--- src/rtl/eccinj_pkg.sv ---
package eccinj_pkg;
    localparam int REG_W    = 32;
    localparam int CHK_W    = 8;
    localparam int PAT_LSB  = 16;
    localparam int WB_BIT   = 24;
    localparam int TRIG_BIT = 8;
    localparam int BUSY_BIT = 0;

    typedef struct packed {
        logic [CHK_W-1:0] pattern;
        logic             wb_en;
        logic             armed;
    } inj_state_t;
endpackage

--- src/rtl/eccinj_regs.sv ---
module eccinj_regs
    import eccinj_pkg::*;
#(
    parameter int ADDR_W    = 4,
    parameter int CTRL_ADDR = 0,
    parameter int STAT_ADDR = 4
) (
    input  logic              clk,
    input  logic              rst_n,
    input  logic              reg_we_i,
    input  logic [ADDR_W-1:0] reg_addr_i,
    input  logic [REG_W-1:0]  reg_wdata_i,
    output logic [REG_W-1:0]  reg_rdata_o,
    input  logic              wr_pend_i,
    input  logic              consume_i,
    output inj_state_t        state_o
);
    localparam logic [ADDR_W-1:0] CTRL_A = ADDR_W'(CTRL_ADDR);
    localparam logic [ADDR_W-1:0] STAT_A = ADDR_W'(STAT_ADDR);

    inj_state_t st_d, st_q;
    logic       ctrl_wr;

    assign ctrl_wr = reg_we_i && (reg_addr_i == CTRL_A);

    always_comb begin
        st_d = st_q;
        if (consume_i) begin
            st_d.armed = 1'b0;
        end else if (ctrl_wr && !st_q.armed) begin
            st_d.pattern = reg_wdata_i[PAT_LSB +: CHK_W];
            st_d.wb_en   = reg_wdata_i[WB_BIT];
            st_d.armed   = reg_wdata_i[TRIG_BIT];
        end
    end

    always_ff @(posedge clk or negedge rst_n) begin
        if (!rst_n) begin
            st_q <= '0;
        end else begin
            st_q <= st_d;
        end
    end

    always_comb begin
        reg_rdata_o = '0;
        if (reg_addr_i == CTRL_A) begin
            reg_rdata_o[PAT_LSB +: CHK_W] = st_q.pattern;
            reg_rdata_o[WB_BIT]           = st_q.wb_en;
            reg_rdata_o[TRIG_BIT]         = st_q.armed;
        end else if (reg_addr_i == STAT_A) begin
            reg_rdata_o[BUSY_BIT] = wr_pend_i;
        end
    end

    assign state_o = st_q;

    logic unused_wdata;
    assign unused_wdata = ^{reg_wdata_i[REG_W-1:WB_BIT+1], reg_wdata_i[PAT_LSB-1:TRIG_BIT+1],
                            reg_wdata_i[TRIG_BIT-1:0]};


    armed_write_ignored_chk: assert property (@(posedge clk) disable iff (!rst_n)
        (st_q.armed && ctrl_wr && !consume_i) |=> ($stable(st_q.pattern) && $stable(st_q.wb_en) && st_q.armed));


    trigger_self_clear_chk: assert property (@(posedge clk) disable iff (!rst_n)
        consume_i |=> (!st_q.armed && $stable(st_q.pattern)));
endmodule

--- src/rtl/eccinj_xor.sv ---
module eccinj_xor
    import eccinj_pkg::*;
(
    input  logic             clk,
    input  logic             rst_n,
    input  inj_state_t       state_i,
    input  logic             enc_valid_i,
    input  logic [CHK_W-1:0] enc_check_i,
    output logic             mem_valid_o,
    output logic [CHK_W-1:0] mem_check_o,
    output logic             mem_wb_en_o,
    output logic             consume_o
);
    logic hit;
    assign hit = enc_valid_i && state_i.armed;

    for (genvar i = 0; i < CHK_W; i++) begin : g_bit
        assign mem_check_o[i] = enc_check_i[i] ^ (hit & state_i.pattern[i]);
    end

    assign mem_valid_o = enc_valid_i;
    assign mem_wb_en_o = hit && state_i.wb_en;
    assign consume_o   = hit;


    passthrough_chk: assert property (@(posedge clk) disable iff (!rst_n)
        !state_i.armed |-> (mem_check_o == enc_check_i && !mem_wb_en_o));


    flip_count_chk: assert property (@(posedge clk) disable iff (!rst_n)
        hit |-> ($countones(mem_check_o ^ enc_check_i) == $countones(state_i.pattern)));


    wb_only_on_beat_chk: assert property (@(posedge clk) disable iff (!rst_n)
        mem_wb_en_o |-> (enc_valid_i && state_i.armed));
endmodule

--- src/rtl/ecc_inject_ctrl.sv ---
module ecc_inject_ctrl
    import eccinj_pkg::*;
#(
    parameter int ADDR_W    = 4,
    parameter int CTRL_ADDR = 0,
    parameter int STAT_ADDR = 4
) (
    input  logic              clk,
    input  logic              rst_n,
    input  logic              reg_we_i,
    input  logic [ADDR_W-1:0] reg_addr_i,
    input  logic [31:0]       reg_wdata_i,
    output logic [31:0]       reg_rdata_o,
    input  logic              wr_pend_i,
    input  logic              enc_valid_i,
    input  logic [7:0]        enc_check_i,
    output logic              mem_valid_o,
    output logic [7:0]        mem_check_o,
    output logic              mem_wb_en_o
);
    inj_state_t state;
    logic       consume;

    eccinj_regs #(
        .ADDR_W    (ADDR_W),
        .CTRL_ADDR (CTRL_ADDR),
        .STAT_ADDR (STAT_ADDR)
    ) u_regs (
        .clk         (clk),
        .rst_n       (rst_n),
        .reg_we_i    (reg_we_i),
        .reg_addr_i  (reg_addr_i),
        .reg_wdata_i (reg_wdata_i),
        .reg_rdata_o (reg_rdata_o),
        .wr_pend_i   (wr_pend_i),
        .consume_i   (consume),
        .state_o     (state)
    );

    eccinj_xor u_xor (
        .clk         (clk),
        .rst_n       (rst_n),
        .state_i     (state),
        .enc_valid_i (enc_valid_i),
        .enc_check_i (enc_check_i),
        .mem_valid_o (mem_valid_o),
        .mem_check_o (mem_check_o),
        .mem_wb_en_o (mem_wb_en_o),
        .consume_o   (consume)
    );


    idle_no_consume_chk: assert property (@(posedge clk) disable iff (!rst_n)
        (!enc_valid_i && state.armed) |=> state.armed);
endmodule

--- config.mk ---
export PLATFORM = sky130hd
export DESIGN_NAME = ecc_inject_ctrl
export DESIGN_NICKNAME = d
export VERILOG_FILES = /design/src/rtl/eccinj_pkg.sv /design/src/rtl/eccinj_regs.sv /design/src/rtl/eccinj_xor.sv /design/src/rtl/ecc_inject_ctrl.sv
export SDC_FILE = /design/constraint.sdc
export NUM_CORES = 1
export LEC_CHECK = 0
export ABC_CLOCK_PERIOD_IN_PS = 1100
export BUFFER_PORTS_ARGS = -buffer_cell sky130_fd_sc_hd__buf_2
export CELL_PAD_IN_SITES_DETAIL_PLACEMENT = 1
export CELL_PAD_IN_SITES_GLOBAL_PLACEMENT = 1
export CORE_ASPECT_RATIO = 1.5
export CORE_MARGIN = 4
export CORE_UTILIZATION = 21
export CTS_CLUSTER_DIAMETER = 200
export DETAILED_ROUTE_END_ITERATION = 16
export PLACE_DENSITY = 0.78
export SKIP_CTS_REPAIR_TIMING = 1
export SYNTH_ARGS = -nofsm -noshare
export SYNTH_HDL_FRONTEND = slang
export SYNTH_SLANG_ARGS = --single-unit
--- constraint.sdc ---
create_clock -name clk -period 1.1 [get_ports clk]
set_input_delay 0.055 -clock clk [delete_from_list [all_inputs] [get_ports clk]]
set_output_delay 0.055 -clock clk [all_outputs]
set_load 0.02 [all_outputs]
# Word-level counts from Yosys, hierarchy flattened
# Index checks and enable logic that the tools add are counted.
# word_totals
register_bits	10
in_bits	49
out_inout_bits	42
wordCells	35
# classes
eq_ne	1
mux	6
bitwise	17
reduce_logical	8
# ops
op	n
two-way mux 9 bit	1
AND 1 bit	8
XOR 1 bit	8
two-way mux 1 bit	5
== test 4 x 3 -> 1 bit, second input constant	1
logical AND 1 bit	4
logical NOT 4 bit	1
AND reduction 2 bit	1
nonzero test 2 bit	1
logical NOT 1 bit	1
NOT 1 bit	1

# Logic depth before layout (Yosys ltp)
# logic_depth
ltp_word	5
ltp_mapped	4
depth_no_buf	3

# By module
# Synthesis repeated with hierarchy kept, for this count alone.
# unflattened
cells_unflattened	80
hier_area_um2	797.0
# modules_own_cells
mod	n_inst	cells_per_inst	area_each_um2	seq_area_each_um2
eccinj_regs	1	59	641.9	250.2
eccinj_xor	1	21	155.1	0.0

# Worst setup path before layout
# No wires, ideal clock.
# synth_timing
kind	register to output
startpoint	register u_regs.st_q, in the netlist u_regs.state_o[0]
endpoint	output port mem_check_o[0]
arrival_time_ns	1.149
required_time_ns	1.045
setup_slack_ns	-0.104
path_stages_with_launch	5
cell_sequence	dfrtp_1 > and2_1 > clkbuf_1 > nand2_1 > xnor2_1
# synth_between
elab_chain_cells	3
# synth_lines
element	line_no	rtl
from (decl)	eccinj_regs.sv:21	inj_state_t st_d, st_q;
from (signal assigned)	eccinj_regs.sv:41	st_q <= st_d;
logical AND 1 bit	eccinj_xor.sv:15	assign hit = enc_valid_i && state_i.armed;
AND 1 bit	eccinj_xor.sv:18	assign mem_check_o[i] = enc_check_i[i] ^ (hit & state_i.pattern[i]);
XOR 1 bit	eccinj_xor.sv:18	
to (decl)	ecc_inject_ctrl.sv:18	output logic [7:0] mem_check_o,
# Every way passes these cells.

# Worst setup path after layout
# layout_timing
startpoint	register u_regs.st_q, in the netlist u_regs.state_o[0]
endpoint	output port mem_check_o[2]
# The elaborated chain is that of the path after synthesis.

==> results.md <==
- Status: finished with violations
- Failing checks: setup timing
- Post-Synthesis Cells: just under 80
- Post-route setup slack: -0.1871 ns
- Vias in the first global route: 722
- IO Port Bufs: 47
- CTS H-tree lvls: 1
- Worst Path Required: around 1.0 ns
- I/O Pins: a little over 90
- Die Y: 82.50 µm
- Max Cap Viol: 0
- Core area: 3481 µm²
- Total track usage: 0.08452
- Largest net degree at the start of global routing: 11
- Layout cell share with drive strength beyond 1: 0.7185
- Worst vdd ir: 0.5401 mV
- Max frequency: ~780 MHz
- Sequential-to-total area share from yosys stat: 0.3221
- Critical path class: flip-flop to output pin
- Starting Density: 0.2232
- Final Skew: 0.002801 ns
- Longest Clk Path Bufs: 2
- RSZ-0062 raised after global routing: yes
- Synth-to-layout area growth: 74.88%
- Detailed-placement wirelength estimate: ~1900 µm
- First-pass GRT wire length: 3118 µm
- Synth Area per Inst: between 9 and 10 µm²
- Post-Syn Area: slightly below 800 µm²
- # clock sinks: 10
- CTS clk-pin slew, worst paths: 0.05 ns
- Area taken by multi-input logic gates: 569.3 µm²
- HP Class: input port to flip-flop
- Placer Congestion: 0.7556
- Root Buffer: clkbuf_8
- Critical Path Start Type: flip-flop
- WP data arrival: 1.23 ns
- Crit path max-delay family: flip-flops
- Fin util: 0.3904
- Crit path time final: approximately 1.3 ns
- Number of DRC markers in iteration 0: 2
- Cell Pwr Density: between 1000 and 1500 nW/µm²
- Cells along the critical path: and2_4, buf_12, nand2_2, xnor2_2, buf_4
- Die width: around 58 µm
- Buf/Inv on CP: 2
- Ys Warns: 0
- Unique masters post-synth: 15
- Post-route DRC: 0
- Clock Latency Late Sink: ~0.23 ns
- Drt via density: approximately 3.9
- Rows: 26
- Filler cell count in the final layout: slightly below 400
- #FFs+latches synth: 10
- Total number of vias: between 600 and 700
- Routed Antenna Nets: 0
- Crit path max fanout: 7
- Leakage power total: roughly 0.75 nW
- Flip-flop and latch area: 250.2 µm²
- Critical path's largest stage delay: 0.37 ns
- CP Capture Type: output pin
- Final setup viols: 19
- Avg WL per Cell: ~13 µm
- Final worst-path cycle share: 1.170
- Pre-CTS WS: -0.09492 ns
- Antenna violations before repair: 0
- Num CTS Buffers: 3
- Max reg flops: 10
- Max stage delay cell, worst path: dfrtp_1
- Total grt overflow: 0
- DIE AREA: between 4000 and 5000 µm²
- TritonRoute pass-1 iters: 2
- Drt total wl: ~2300 µm
- Fin. Hold Viols: 0
- Slew Viols, Final: 0
- NumNets Final: between 150 and 200
- Ant diodes: 0
- TritonCTS clock tree: done
==> routing by layer <==
layer,share of wire,up-vias,global-route usage
li1,-,320,-
met1,0.30,328,0.07750
met2,0.59,45,0.1753
met3,0.11,0,0.02488
met4,0,0,0.02088
met5,0,-,0
==> layout make-up <==
type,instances,share of cell area
Timing Repair Buffer,55,0.3085
Inverter,2,0.009208
Multi-Input combinational cell,64,0.4190
Sequential cell,10,0.1842
Clock buffer,4,0.04052
Tap cell,42,0.03867
==> power by group <==
part	switching [W]	internal, W	total, W	leakage (nW)
sequential	0.0000929	0.000451	0.000543	0.124
clock	0.000139	0.000314	0.000454	0.0288
combinational	0.000193	0.000202	0.000395	0.598
total	0.000425	0.000967	0.00139	0.751
==> metrics by stage <==
step | instance area (µm²) | setup TNS, ns | hold WS [ns] | total power, W | cells
after floorplan | 913.4 | 0 | -0.2406 | 0.0007876 | 99
after global placement | 1057 | -0.7103 | -0.07704 | 0.0008356 | 168
after detailed placement | 1057 | -1.215 | -0.06793 | 0.0008585 | 168
after CTS | 1112 | -2.946 | -0.3189 | 0.001320 | 172
after global routing | 1359 | -2.969 | 0.05938 | 0.001466 | 177
final | 1359 | -1.912 | 0.05600 | 0.001393 | 177
==> worst register-to-register path, cell delays in order, from the launching register on <==
cell and delay (ns):
dfrtp_1 0.37, buf_4 0.15, inv_6 0.07, nand3_4 0.10, mux2_4 0.33
==> cell usage in the layout, fill, tap and decap left out <==
master,n
nand3_4,2
nand2_4,5
conb_1,21
buf_4,13
mux2_2,6
and3_1,1
nor4_4,1
buf_2,26
and2_4,10
dlygate4sd3_1,1
clkbuf_8,4
and2_1,1
buf_12,1
mux2_4,3
dfrtp_1,10
nor4_1,1
inv_1,1
buf_6,13
buf_8,1
o22ai_1,1
nand2_1,1
nand2_2,3
inv_6,1
xnor2_2,8
==> final timing paths <==
check / slack [ns] / cells after the start / end / from
setup / recovery: -0.19 / 5 / mem_check_o[2] / u_regs.state_o[0]
hold / removal: 0.06 / 2 / u_regs.state_o[1] / reg_wdata_i[24]
setup reg to reg: -0.04 / 4 / u_regs.state_o[4] / u_regs.state_o[0]
hold reg to reg: 0.54 / 1 / u_regs.state_o[1] / u_regs.state_o[1]
max in group asynchronous: 0.69 / 2 / u_regs.state_o[8] / rst_n
min in group asynchronous: 0.21 / 2 / u_regs.state_o[0] / rst_n
==> synth_stat cells <==
cell type | number | area, µm²
buf_4 | 22 | 165.2
mux2_4 | 3 | 45.04
nor4_1 | 1 | 6.260
and2_1 | 11 | 68.82
nand3_4 | 1 | 17.52
nor4_4 | 1 | 21.27
xnor2_1 | 8 | 70.07
inv_1 | 2 | 7.510
and3_1 | 1 | 6.260
conb_1 | 1 | 3.750
nand2_1 | 9 | 33.78
o22ai_1 | 1 | 6.260
clkbuf_1 | 2 | 7.510
dfrtp_1 | 10 | 250.2
mux2_2 | 6 | 67.56
==> logic make-up after synthesis <==
kind of cell / share of synthesized area
AOI/OAI and AO/OA: 0.008057
xor gates and xnor gates: 0.09018
buffers and inverters: 0.2319
DFF: 0.3221
muxes: 0.1449
other: 0.004826
and+or+nand+nor: 0.1981
(Power assumes the default switching activity.)
